## config.mk

```make
export PLATFORM = sky130hd
export DESIGN_NAME = trap_ctl_top
export DESIGN_NICKNAME = d
export VERILOG_FILES = /design/src/rtl/trap_ctl_pkg.sv /design/src/rtl/trap_deleg.sv /design/src/rtl/trap_status.sv /design/src/rtl/trap_csr_bank.sv /design/src/rtl/trap_ctl_top.sv
export SDC_FILE = /design/constraint.sdc
export NUM_CORES = 1
export LEC_CHECK = 0
export BUFFER_PORTS_ARGS = -buffer_cell sky130_fd_sc_hd__buf_2
export CAP_MARGIN = 0
export CORE_UTILIZATION = 30
export CTS_BUF_LIST = sky130_fd_sc_hd__clkbuf_8
export DETAILED_ROUTE_END_ITERATION = 6
export GPL_TIMING_DRIVEN = 0
export PLACE_DENSITY = 0.67
export SLEW_MARGIN = 10
export SYNTH_ARGS = -nofsm -noshare
export SYNTH_HDL_FRONTEND = slang
export SYNTH_SLANG_ARGS = --single-unit
```

## constraint.sdc

```tcl
create_clock -name clk -period 4.6 [get_ports clk]
set_clock_uncertainty 0.1 [all_clocks]
set_input_delay 0.92 -clock clk [delete_from_list [all_inputs] [get_ports clk]]
set_output_delay 0.92 -clock clk [all_outputs]
set_load 0.01 [all_outputs]
```

## src/rtl/trap_ctl_pkg.sv

```systemverilog
`timescale 1ns/1ps
package trap_ctl_pkg;

    typedef enum logic [1:0] {
        PRV_U = 2'b00,
        PRV_S = 2'b01,
        PRV_M = 2'b11
    } priv_e;

    typedef enum logic [2:0] {
        OP_NONE,
        OP_TRAP,
        OP_MRET,
        OP_SRET,
        OP_URET
    } op_e;

    localparam int ST_UIE  = 0;
    localparam int ST_SIE  = 1;
    localparam int ST_MIE  = 3;
    localparam int ST_UPIE = 4;
    localparam int ST_SPIE = 5;
    localparam int ST_MPIE = 7;
    localparam int ST_SPP  = 8;
    localparam int ST_MPP  = 11;
    localparam int ST_W    = 13;

    typedef struct packed {
        logic  uie;
        logic  sie;
        logic  mie;
        logic  upie;
        logic  spie;
        logic  mpie;
        logic  spp;
        priv_e mpp;
    } stat_t;

    function automatic logic [ST_W-1:0] pack_status(stat_t s);
        logic [ST_W-1:0] v;
        v = '0;
        v[ST_UIE]        = s.uie;
        v[ST_SIE]        = s.sie;
        v[ST_MIE]        = s.mie;
        v[ST_UPIE]       = s.upie;
        v[ST_SPIE]       = s.spie;
        v[ST_MPIE]       = s.mpie;
        v[ST_SPP]        = s.spp;
        v[ST_MPP+1:ST_MPP] = s.mpp;
        return v;
    endfunction

    // Register-set index: 0 user, 1 supervisor, 2 machine
    function automatic int lvl_idx(priv_e p);
        case (p)
            PRV_U:   return 0;
            PRV_S:   return 1;
            default: return 2;
        endcase
    endfunction

endpackage

```

## src/rtl/trap_deleg.sv

```systemverilog
`timescale 1ns/1ps
module trap_deleg
    import trap_ctl_pkg::*;
#(
    parameter int CODE_W = 4
) (
    input  logic                     irq,
    input  logic [CODE_W-1:0]        code,
    input  logic [(1<<CODE_W)-1:0]   deleg_m,
    input  logic [(1<<CODE_W)-1:0]   deleg_s,
    input  logic                     has_s,
    input  logic                     has_u,
    input  logic                     has_n,
    input  priv_e                    cur,
    output priv_e                    tgt
);
    logic  pass_m;
    logic  pass_u;
    priv_e raw;

    always_comb begin
        pass_m = deleg_m[code];
        pass_u = has_s ? (pass_m & has_n & deleg_s[code]) : (pass_m & has_n);
        if (irq)
            raw = PRV_M;
        else if (has_u && pass_u)
            raw = PRV_U;
        else if (has_s && pass_m)
            raw = PRV_S;
        else
            raw = PRV_M;
        // never move to a less privileged level on a trap
        tgt = (logic'(raw < cur)) ? cur : raw;
    end
endmodule

```

## src/rtl/trap_status.sv

```systemverilog
`timescale 1ns/1ps
module trap_status
    import trap_ctl_pkg::*;
(
    input  logic  clk,
    input  logic  rst,
    input  op_e   op,
    input  priv_e tgt,
    input  logic  has_u,
    output priv_e priv_q,
    output stat_t st_q
);
    always_ff @(posedge clk) begin
        if (rst) begin
            priv_q <= PRV_M;
            st_q   <= '0;
        end else begin
            case (op)
                OP_TRAP: begin
                    case (tgt)
                        PRV_M: begin
                            st_q.mpie <= st_q.mie;
                            st_q.mie  <= 1'b0;
                            st_q.mpp  <= priv_q;
                        end
                        PRV_S: begin
                            st_q.spie <= st_q.sie;
                            st_q.sie  <= 1'b0;
                            st_q.spp  <= (priv_q == PRV_S);
                        end
                        default: begin
                            st_q.upie <= st_q.uie;
                            st_q.uie  <= 1'b0;
                        end
                    endcase
                    priv_q <= tgt;
                end
                OP_MRET: begin
                    st_q.mie  <= st_q.mpie;
                    st_q.mpie <= 1'b1;
                    priv_q    <= st_q.mpp;
                    st_q.mpp  <= has_u ? PRV_U : PRV_M;
                end
                OP_SRET: begin
                    st_q.sie  <= st_q.spie;
                    st_q.spie <= 1'b1;
                    priv_q    <= st_q.spp ? PRV_S : PRV_U;
                    st_q.spp  <= 1'b0;
                end
                OP_URET: begin
                    st_q.uie  <= st_q.upie;
                    st_q.upie <= 1'b1;
                    priv_q    <= PRV_U;
                end
                default: ;
            endcase
        end
    end
endmodule

```

## src/rtl/trap_csr_bank.sv

```systemverilog
`timescale 1ns/1ps
module trap_csr_bank #(
    parameter int XLEN   = 32,
    parameter int CODE_W = 4
) (
    input  logic              clk,
    input  logic              rst,
    input  logic              wr_en,
    input  logic              irq,
    input  logic [CODE_W-1:0] code,
    input  logic [XLEN-1:0]   pc,
    input  logic [XLEN-1:0]   val,
    input  logic              val_ok,
    output logic [XLEN-1:0]   epc_q,
    output logic [XLEN-1:0]   cause_q,
    output logic [XLEN-1:0]   tval_q
);
    localparam int PAD_W = XLEN - 1 - CODE_W;

    always_ff @(posedge clk) begin
        if (rst) begin
            epc_q   <= '0;
            cause_q <= '0;
            tval_q  <= '0;
        end else if (wr_en) begin
            epc_q   <= pc;
            cause_q <= {irq, {PAD_W{1'b0}}, code};
            tval_q  <= val_ok ? val : '0;
        end
    end
endmodule

```

## src/rtl/trap_ctl_top.sv

```systemverilog
`timescale 1ns/1ps
module trap_ctl_top
    import trap_ctl_pkg::*;
#(
    parameter int XLEN   = 32,
    parameter int CODE_W = 4
) (
    input  logic                   clk,
    input  logic                   rst,
    input  logic                   trap_req,
    input  logic                   trap_irq,
    input  logic [CODE_W-1:0]      trap_code,
    input  logic [XLEN-1:0]        trap_pc,
    input  logic [XLEN-1:0]        trap_val,
    input  logic                   trap_val_ok,
    input  logic [(1<<CODE_W)-1:0] exc_deleg_m,
    input  logic [(1<<CODE_W)-1:0] exc_deleg_s,
    input  logic                   ret_m,
    input  logic                   ret_s,
    input  logic                   ret_u,
    input  logic                   has_s,
    input  logic                   has_u,
    input  logic                   has_n,
    output logic [1:0]             cur_priv,
    output logic [XLEN-1:0]        status,
    output logic [XLEN-1:0]        m_epc,
    output logic [XLEN-1:0]        m_cause,
    output logic [XLEN-1:0]        m_tval,
    output logic [XLEN-1:0]        s_epc,
    output logic [XLEN-1:0]        s_cause,
    output logic [XLEN-1:0]        s_tval,
    output logic [XLEN-1:0]        u_epc,
    output logic [XLEN-1:0]        u_cause,
    output logic [XLEN-1:0]        u_tval,
    output logic                   rsv_cancel,
    output logic                   vec_go,
    output logic [1:0]             vec_level
);
    localparam int NLVL = 3;

    op_e   op;
    priv_e tgt;
    priv_e priv_q;
    stat_t st_q;

    logic [XLEN-1:0] epc_a   [NLVL];
    logic [XLEN-1:0] cause_a [NLVL];
    logic [XLEN-1:0] tval_a  [NLVL];

    // trap first, then returns by privilege
    always_comb begin
        if (trap_req)   op = OP_TRAP;
        else if (ret_m) op = OP_MRET;
        else if (ret_s) op = OP_SRET;
        else if (ret_u) op = OP_URET;
        else            op = OP_NONE;
    end

    trap_deleg #(.CODE_W(CODE_W)) i_deleg (
        .irq     (trap_irq),
        .code    (trap_code),
        .deleg_m (exc_deleg_m),
        .deleg_s (exc_deleg_s),
        .has_s   (has_s),
        .has_u   (has_u),
        .has_n   (has_n),
        .cur     (priv_q),
        .tgt     (tgt)
    );

    trap_status i_status (
        .clk    (clk),
        .rst    (rst),
        .op     (op),
        .tgt    (tgt),
        .has_u  (has_u),
        .priv_q (priv_q),
        .st_q   (st_q)
    );

    for (genvar g = 0; g < NLVL; g++) begin : g_lvl
        trap_csr_bank #(.XLEN(XLEN), .CODE_W(CODE_W)) i_bank (
            .clk     (clk),
            .rst     (rst),
            .wr_en   ((op == OP_TRAP) && (lvl_idx(tgt) == g)),
            .irq     (trap_irq),
            .code    (trap_code),
            .pc      (trap_pc),
            .val     (trap_val),
            .val_ok  (trap_val_ok),
            .epc_q   (epc_a[g]),
            .cause_q (cause_a[g]),
            .tval_q  (tval_a[g])
        );
    end

    always_ff @(posedge clk) begin
        if (rst) begin
            rsv_cancel <= 1'b0;
            vec_go     <= 1'b0;
            vec_level  <= PRV_M;
        end else begin
            rsv_cancel <= (op != OP_NONE);
            vec_go     <= (op == OP_TRAP);
            if (op == OP_TRAP)
                vec_level <= tgt;
        end
    end

    assign cur_priv = priv_q;
    assign status   = {{(XLEN-ST_W){1'b0}}, pack_status(st_q)};
    assign u_epc    = epc_a[0];
    assign u_cause  = cause_a[0];
    assign u_tval   = tval_a[0];
    assign s_epc    = epc_a[1];
    assign s_cause  = cause_a[1];
    assign s_tval   = tval_a[1];
    assign m_epc    = epc_a[2];
    assign m_cause  = cause_a[2];
    assign m_tval   = tval_a[2];
endmodule

```

==> out/results.ini, run 1 <==
[run_status]
outcome = complete, no violations

[synth]
synth_top_cell_by_area = dfxtp_1
avgSynthCellArea_sq_um = 8.14
syn-cell-area_sq_um = 9310
synthFlopType = dfxtp_1
synth_edf_count = 0
synth_area_leaders = dfxtp_1, a21oi_1, nand2_1, buf_4, nand3_1
ys_seq_area_frac = 0.478
synthDominantCellAreaShare = 0.478
ys_warn_count = 0
yosysMostFrequentCell = nand2_1
ys_top_cells_by_count = nand2_1, dfxtp_1, a21oi_1
synth_seq_cells = 222
synth.distinct_cells = 43
syn_inst = 1143
async_flop_share = 0

[power]
power.total_mw = 4.45
vdd_drop_max_v = 0.000244
p_per_area_nw_per_um2 = 351
leakagePower_nw = 5.83

[flow_run]
max-cap-violations = 0

[route]
routed_wl_um = 36400
wire_per_inst_um = 17.8
drt_iter0_markers = 530
vias = 9772
ant_nets = 0
avgViaCountPerCell = 4.78
drc = 0
drt_pass1_iterations = 5

[global_route]
grt_max_degree = 11
grt_util_all_layers = 0.222
grt_pass1_wl_um = 53400
grt_pass1_vias = 9148
overflow = 0
grt_antenna_before_repair = 3

[clocking]
numCtsBuffers = 40
post_cts_buffers = 0
cts.htree.levels = 2
path_clk_slew_ns = 0.06
cts.sinks = 222
holdBufCountCts = 0
cts_tree = built
insertion_delay_ns = 0.52
clockBufferDepth = 3
cts-resized-gates = 0
cts_root_buf = clkbuf_8

[critical_path]
worstSetupEndpointType = register
critPathKind = primary input to register
cp_data_required_time_ns = 4.87
crit_family = buffers and inverters
critPathMaxStageDelay_ns = 0.51
critPathBufInv = 6
crit_path_cell_trace = buf_2 -> buf_6 -> mux4_2 -> o211ai_1 -> nand2_1 -> o21ai_0 -> inv_1 -> ha_1 -> nand2_1 -> clkbuf_1 -> nor2_1 -> a21boi_4 -> buf_12 -> buf_2 -> a21oi_1 -> a21oi_1
arrival_ns = 4.40
crit_path_start_kind = primary input
crit_fanout = 10
critPathSlowestCell = mux4_2

[placed_design]
dp_hpwl_um = 27200
pre_cts_slack_ns = -0.253
portBuffers = 329
gp_congestion = 0.881

[floorplanning]
die_h_um = 178
core_region_area_sq_um = 30600
start_util = 0.304
design.die.area_sq_um = 31700
pin_count = 437
rows = 64
die_w_um = 178

[final_layout]
area_growth_pct = 36.3
multi_input_area_sq_um = 3960
n_fill_cell = 3203
final_nets = 1731
regArea_sq_um = 4440
drive_gt1_frac = 0.326

[timing]
period_needed_ns = 4.14
finalHoldViolations = 0
finalCritPeriodShare = 0.899
slew_viol_final = 0
rsz0062_at_grt = no
fin_ws_ns = 0.465
finalSetupViolCount = 0
relSlewSlack = 0.392
tightest_slew_ns = 0.912
max_freq_mhz = 242

[min_path]
hold_class = register to register

## report_power, final
part	total, mW	switching, mW	internal, mW
Clock	1.93	0.843	1.09
Sequential	1.99	0.0226	1.97
Combinational	0.531	0.338	0.193
## metal layers
metal	GRT usage	routed length, um	up-vias
met5	0	22	-
met4	0.0652	903	4
met3	0.0659	3330	81
met2	0.380	17500	459
met1	0.267	14700	4565
li1	-	-	4663
## worst paths after layout
kind | startpoint | depth (start not counted) | slack (ns) | end
worst max-delay path | trap_code[0] | 16 | 0.46 | i_status.st_q[4]
worst min-delay path | g_lvl[2].i_bank.epc_q[27] | 2 | 0.35 | g_lvl[2].i_bank.epc_q[27]
worst max register to register | i_status.priv_q[1] | 10 | 1.80 | i_status.st_q[4]
worst min register to register | g_lvl[2].i_bank.epc_q[27] | 2 | 0.35 | g_lvl[2].i_bank.epc_q[27]
## state kept, by name, summed over array words and instances, names as in the netlist
| signal | cells |
|---|---|
| g_lvl.i_bank.cause_q | 15 |
| i_status.priv_q | 2 |
| g_lvl.i_bank.epc_q | 96 |
| vec_level | 2 |
| i_status.st_q | 9 |
| rsv_cancel | 1 |
| vec_go | 1 |
| g_lvl.i_bank.tval_q | 96 |
## placed cells by master (no fill, tap or decap), types with 2 or more instances in the layout
master and count:
o21ai_0 62, dfxtp_1 222, inv_1 20, nand4_1 32
clkbuf_1 62, nand2_1 224, a311oi_1 2, a211oi_1 3
clkbuf_2 6, clkinv_2 4, and2_1 3, buf_6 8
buf_4 111, nor2b_1 2, a21oi_1 216, conb_1 104
nor2_1 5, mux4_2 6, mux2i_1 6, bufinv_16 2
buf_1 8, ha_1 2, o21ai_1 14, clkinvlp_4 2
a31oi_1 4, nand3_1 107, clkbuf_8 50, buf_2 338
## cell type report
type / instances / share of cell area
well taps: 396 / 0.0391
diodes: 1 / 0.000197
flip-flops and latches: 222 / 0.350
multi-input cells: 812 / 0.312
clock inverters: 20 / 0.0110
inverters: 8 / 0.00237
repair buffers: 330 / 0.131
plain buffers: 204 / 0.0994
clock buffers: 50 / 0.0542
## worst min-delay path: stages, from the launching register on
cell	delay, ns
dfxtp_1	0.30
nand2_1	0.05
a21oi_1	0.05
## metrics by stage
stage	setup TNS, ns	cell area (sq um)	utilization	std cells	hold WS, ns
floorplan	0	9690	-	1246	0.381
global placement	-5.83	11800	0.387	1971	0.339
finish	0	12700	0.415	2043	0.351
detailed placement	-11.97	11800	0.387	1971	0.343
global route	0	12700	0.415	2043	0.367
CTS	0	12700	0.414	2041	0.351
## cell families (layout without fill, tap and decap cells)
group / Yosys count / after routing / synth area share
muxes: 12 / 12 / 0.0210
DFF: 222 / 222 / 0.478
AOI/OAI and AO/OA: 314 / 314 / 0.180
buffers and inverters: 212 / 612 / 0.139
adders and majority gates: 2 / 2 / 0.00269
and+or+nand+nor: 380 / 380 / 0.180
other: 1 / 105 / 0.000403
(Power assumes the default switching activity.)
==> run 2, diff against run 1 <==
clock period = 4.25 ns   (was 4.6 ns; I/O delays follow)
==> run 2 against run 1 <==
Effect of this change:
- critical path depth fell by 3
- largest cell class unchanged
- via count is 0.40% lower
- sequential share of layout area barely moved
- register-to-register slack worse by 0.26 ns
- critical endpoint is now i_status.st_q[0]
- count of clock-buffer cells in the layout unchanged
- global-route usage is the same
==> out/results.ini, run 2 (same netlist as run 1, synthesis figures left out) <==
[floorplanning]
die_w_um = 178  ; unchanged
design.die.area_sq_um = 31700  ; unchanged
start_util = 0.304  ; unchanged
rows = 64  ; unchanged
die_h_um = 178  ; unchanged
core_region_area_sq_um = 30600  ; unchanged
pin_count = 437  ; unchanged

[route]
avgViaCountPerCell = 4.76  ; -0.40%
drc = 0  ; unchanged
routed_wl_um = 36400  ; -0.21%
ant_nets = 0  ; unchanged
drt_iter0_markers = 526  ; -0.75%
drt_pass1_iterations = 5  ; unchanged
vias = 9733  ; -0.40%
wire_per_inst_um = 17.8  ; -0.21%

[placed_design]
portBuffers = 329  ; unchanged
dp.cells = 1971  ; unchanged
gp_congestion = 0.881  ; unchanged
dp_hpwl_um = 27200  ; unchanged
detailed_place.area_sq_um = 11800  ; unchanged
pre_cts_slack_ns = -0.533  ; -0.280 ns

[power]
p_sw_frac = 0.269  ; -0.000778
clkPwrFrac = 0.433  ; about the same
vdd_drop_max_v = 0.000264  ; +8.3%
p_per_area_nw_per_um2 = 379  ; +8.1%
power.total_mw = 4.81  ; +8.1%
leakagePower_nw = 5.83  ; about the same
p_comb_frac = 0.119  ; about the same
power.switching_mw = 1.30  ; +7.8%
p_seq_frac = 0.447  ; about the same
p_int_mw = 3.52  ; +8.2%

[timing]
finalCritPeriodShare = 0.939
tightest_slew_ns = 0.920  ; +0.00844 ns
hold_slack_ns = 0.350  ; -0.000668 ns
period_needed_ns = 3.99
fin_ws_ns = 0.259  ; -0.206 ns
max_freq_mhz = 251
finalSetupViolCount = 0  ; unchanged
slew_viol_final = 0  ; unchanged
relSlewSlack = 0.386  ; -0.00563
rsz0062_at_grt = no
finalHoldViolations = 0  ; unchanged
finalSetupTns_ns = 0  ; unchanged

[flow_run]
max-cap-violations = 0  ; unchanged

[final_layout]
stdcell_area_sq_um = 12700  ; about the same
area_growth_pct = 36.4  ; about the same
final_nets = 1731  ; unchanged
drive_gt1_frac = 0.326  ; +0.000608
final_common_cell = buf_2
largestRegisters = g_lvl.i_bank.epc_q: 96 flops, g_lvl.i_bank.tval_q: 96 flops, g_lvl.i_bank.cause_q: 15 flops
fin_cells = 2043  ; unchanged
mostFrequentLayoutCells = buf_2, nand2_1, dfxtp_1, a21oi_1, buf_4
utilization = 0.415  ; about the same

[critical_path]
critPathKind = primary input to register
r2r_start = i_status.priv_q[1]
r2r_end = i_status.st_q[0]
crit_fanout = 10  ; unchanged
worstSetupEndpointType = register
crit_path_start_kind = primary input
r2r_slack_ns = 1.54  ; -0.26 ns
r2r_cells = 7  ; -3
arrival_ns = 4.33  ; -0.07 ns
cp_data_required_time_ns = 4.59  ; -0.28 ns

[run_status]
outcome = complete, no violations

[clocking]
cts_tree = built
cts.sinks = 222  ; unchanged
clockBufferDepth = 3  ; unchanged
cts_root_buf = clkbuf_8
cts.htree.levels = 2  ; unchanged
insertion_delay_ns = 0.52  ; about the same
numCtsBuffers = 40  ; unchanged
path_clk_slew_ns = 0.06  ; about the same

[min_path]
worstHoldStart = g_lvl[2].i_bank.tval_q[3]
hold_class = register to register
hold_depth = 2  ; unchanged
hold-path-endpoint = g_lvl[2].i_bank.tval_q[3]

[global_route]
grt_pass1_wl_um = 53400  ; unchanged
overflow = 0  ; unchanged
grt_antenna_before_repair = 3  ; unchanged
grt_pass1_vias = 9148  ; unchanged
grt_max_degree = 11  ; unchanged
grt_util_all_layers = 0.222  ; unchanged

==> run 2: cell counts in the layout (fill, tap and decap cells not counted) <==
No cell type changed its count.
==> run 2: timing repair <==
item	CTS	global route
setup buffers	0	1
setup endpoints to repair	0	71
hold buffers	0	0
gates resized for setup	0	1
==> run 2: per-layer routing <==
layer	vias up	routed length (um)	track usage
met4	4	898	0.0652
li1	4663	-	-
met1	4522	14800	0.267
met5	-	22	0
met2	463	17400	0.380
met3	81	3260	0.0659
==> run 2: how the worst max path moves through the flow <==
stage	start	to	slack (ns)	cells past startpoint
2_1_floorplan	trap_code[0]	i_status.st_q[4]	0.69	12
3_3_place_gp	trap_code[2]	g_lvl[1].i_bank.tval_q[30]	-0.45	15
3_5_place_dp	trap_code[2]	g_lvl[1].i_bank.tval_q[30]	-0.53	15
4_1_cts	trap_code[2]	g_lvl[1].i_bank.epc_q[21]	0.04	15
5_1_grt	trap_code[2]	g_lvl[1].i_bank.epc_q[21]	0.02	16
6_report	trap_code[2]	i_status.st_q[0]	0.26	13
==> run 2: worst max-delay path: stages <==
cell and delay [ns]:
clkbuf_1 0.34, inv_1 0.16, a311oi_1 0.37, o211ai_1 0.24
nand2_1 0.12, o21ai_0 0.12, inv_1 0.09, ha_1 0.23
nand2b_1 0.12, clkbuf_1 0.69, clkbuf_1 0.64, o21ai_0 0.16
a21oi_1 0.18
==> run 2: power by group through the flow <==
stage               Clock [mW]  Sequential [mW]  Combinational [mW]
floorplan                    0             2.22               0.310
global placement             0             2.20               0.563
detailed placement           0             2.20               0.569
CTS                       2.14             2.15               0.570
global route              2.24             2.16               0.630
finish                    2.09             2.15               0.574
==> run 2: final cells by class <==
type | count | area, sq um
diodes | 1 | 2.50
plain buffers | 204 | 1260
clock buffers | 50 | 688
clock inverters | 20 | 140
fillers | 3203 | 17900
inverters | 8 | 30.0
multi-input cells | 812 | 3960
flip-flops and latches | 222 | 4440
well taps | 396 | 495
repair buffers | 330 | 1670
==> run 3, diff against run 2 <==
ABC_AREA = 1   (was unset)
==> run 3 against run 2 <==
Effect of this change:
- synthesized cell count grew 5.9%
- worst setup slack gained 0.31 ns
- final cell count increased by 2.9%
- sequential cell count unchanged
- non-clock buffer count fell by 25
- cell area decreased by 1.4%
- power up 2.4%
- critical path depth unchanged
- clock power increased by 5%
- sequential share of layout area up 0.50 points
- critical endpoint is now g_lvl[2].i_bank.epc_q[30]
==> out/results.ini, run 3 <==
[global_route]
overflow = 0  ; unchanged
grt_antenna_before_repair = 2  ; -1
grt_pass1_vias = 8857  ; -3.2%
grt_pass1_wl_um = 50600  ; -5.2%
grt_util_all_layers = 0.213  ; -0.00914
grt_max_degree = 11  ; unchanged

[floorplanning]
start_util = 0.306  ; +0.00198
rows = 63  ; -1.6%
die_w_um = 176  ; -1.1%
core_region_area_sq_um = 29700  ; -2.9%
design.die.area_sq_um = 31000  ; -2.2%
pin_count = 437  ; unchanged
die_h_um = 176  ; -1.1%

[route]
avgViaCountPerCell = 4.45  ; -6.7%
drc = 0  ; unchanged
vias = 9345  ; -4.0%
drt_pass1_iterations = 4  ; -1
routed_wl_um = 34100  ; -6.3%
drt_iter0_markers = 449  ; -15%
ant_nets = 0  ; unchanged
wire_per_inst_um = 16.2  ; -9.0%

[critical_path]
worstSetupEndpointType = register
crit_fanout = 10  ; unchanged
cp.depth = 13  ; unchanged
endpoint = g_lvl[2].i_bank.epc_q[30]
r2r_slack_ns = 1.37  ; -0.17 ns
crit_path_cell_trace = buf_2 -> buf_6 -> buf_6 -> o211ai_2 -> nand3_1 -> nand3_1 -> a21boi_0 -> ha_1 -> nor2_2 -> clkinv_1 -> clkbuf_1 -> nor2_1 -> nor2_1
crit_path_start_kind = primary input
critPathKind = primary input to register
critPathSlowestCell = nor2_2
arrival_ns = 3.99  ; -0.34 ns
r2r_start = i_status.priv_q[1]
critPathMaxStageDelay_ns = 0.66  ; -0.03 ns
r2r_end = g_lvl[2].i_bank.epc_q[30]
r2r_cells = 7  ; unchanged
critPathBufInv = 5  ; unchanged
crit_family = buffers and inverters
crit_start = trap_code[0]
cp_data_required_time_ns = 4.56  ; -0.03 ns

[synth]
ys_seq_area_frac = 0.488  ; +0.0108
synth_edf_count = 0  ; unchanged
synth.distinct_cells = 28  ; -35%
ys_top_cells_by_count = nand2_1, dfxtp_1, a21oi_1
avgSynthCellArea_sq_um = 7.52  ; -7.6%
async_flop_share = 0  ; unchanged
synth_top_cell_by_area = dfxtp_1
syn-cell-area_sq_um = 9100  ; -2.2%
ys_warn_count = 0  ; unchanged
synthFlopType = dfxtp_1
synth_seq_cells = 222  ; unchanged
synth_area_leaders = dfxtp_1, nand2_1, a21oi_1, buf_4, o21ai_0
yosysMostFrequentCell = nand2_1
syn_inst = 1210  ; +5.9%
synthDominantCellAreaShare = 0.488  ; +0.0108

[placed_design]
dp_hpwl_um = 25600  ; -5.9%
pre_cts_slack_ns = -0.477  ; +0.0557 ns
dp.cells = 2033  ; +3.1%
portBuffers = 330  ; +0.30%
gp_congestion = 0.868  ; -1.5%

[timing]
tightest_slew_ns = 0.897  ; -0.0232 ns
finalSetupViolCount = 0  ; unchanged
finalCritPeriodShare = 0.865  ; -0.0736
fin_ws_ns = 0.572  ; +0.313 ns
period_needed_ns = 3.68  ; -0.313 ns
finalHoldViolations = 0  ; unchanged
rsz0062_at_grt = no
slew_viol_final = 0  ; unchanged
relSlewSlack = 0.402  ; +0.0154
finalSetupTns_ns = 0  ; unchanged
max_freq_mhz = 272  ; +8.5%

[final_layout]
final_common_cell = nand2_1
largestRegisters = g_lvl.i_bank.epc_q: 96 flops, g_lvl.i_bank.tval_q: 96 flops, g_lvl.i_bank.cause_q: 15 flops
n_fill_cell = 3053  ; -4.7%
area_growth_pct = 37.5
mostFrequentLayoutCells = nand2_1, buf_2, dfxtp_1, a21oi_1, buf_4
drive_gt1_frac = 0.315  ; -0.0108
antenna_cells = 0  ; -1
final_nets = 1797  ; +3.8%
fin_cells = 2102  ; +2.9%

[clocking]
numCtsBuffers = 39  ; -2.5%
cts.sinks = 222  ; unchanged
cts_root_buf = clkbuf_8
cts_tree = built
cts.htree.levels = 2  ; unchanged
path_clk_slew_ns = 0.06  ; about the same
post_cts_buffers = 0  ; unchanged
holdBufCountCts = 0  ; unchanged
insertion_delay_ns = 0.51  ; about the same
clockBufferDepth = 3  ; unchanged
cts-resized-gates = 0  ; unchanged

[run_status]
outcome = complete, no violations

[power]
p_per_area_nw_per_um2 = 394  ; +3.9%
vdd_drop_max_v = 0.000242  ; -8.4%
leakagePower_nw = 6.26  ; +7.4%

[flow_run]
max-cap-violations = 0  ; unchanged

[min_path]
hold_class = register to register

## run 3: cell families after synthesis
group,share of synthesized area
other,0.000412
AND/OR/NAND/NOR,0.214
buffers and inverters,0.147
adder cells (fa/ha/maj),0.00275
flip-flops,0.488
AO/OA/AOI/OAI,0.147
## run 3: routing by layer
metal | vias up | share of wire | track usage
li1 | 4606 | - | -
met1 | 4267 | 0.41 | 0.249
met2 | 390 | 0.49 | 0.375
met3 | 78 | 0.075 | 0.0553
met4 | 4 | 0.026 | 0.0732
met5 | - | 0.00068 | 0
## run 3: power by group
group	leakage, nW	internal, mW	switching (mW)
Sequential	1.81	2.14	0.0310
Combinational	3.98	0.209	0.342
Clock	0.472	1.30	0.909
Total	6.26	3.65	1.28
## run 3: worst min-delay path by stage
stage	start	end	slack, ns	cells past startpoint
after floorplan	g_lvl[0].i_bank.tval_q[1]	g_lvl[0].i_bank.tval_q[1]	0.39	2
after global placement	vec_level[1]	vec_level[1]	0.35	2
after detailed placement	vec_level[1]	vec_level[1]	0.35	2
after CTS	g_lvl[1].i_bank.epc_q[26]	g_lvl[1].i_bank.epc_q[26]	0.36	2
after global routing	g_lvl[1].i_bank.epc_q[1]	g_lvl[1].i_bank.epc_q[1]	0.37	2
final	g_lvl[1].i_bank.epc_q[20]	g_lvl[1].i_bank.epc_q[20]	0.36	2
## run 3: layout make-up
cell class                      instances  area [sq um]  area share
Buffer                                179          1150      0.0916
Multi-Input combinational cell        860          3700       0.296
Tap cell                              390           488      0.0390
Clock buffer                           53           729      0.0583
Timing Repair Buffer                  330          1650       0.132
Clock inverter                         16           155      0.0124
Inverter                               52           195      0.0156
Sequential cell                       222          4440       0.355
## run 3: stage by stage
stage                     hold WS, ns  cell area (sq um)  power [mW]   util
after global routing            0.373              12500        5.14  0.421
after detailed placement        0.352              11600        2.77  0.391
after global placement          0.346              11600        2.76  0.391
after CTS                       0.362              12500        4.98  0.421
after floorplan                 0.388               9490        2.54      -
final                           0.360              12500        4.93  0.421
## run 3: worst min-delay path, delay by kind of cell (launching register included)
family / cells / cell delay (ns)
and+or+nand+nor: 1 / 0.06
AOI/OAI and AO/OA: 1 / 0.05
DFF: 1 / 0.30
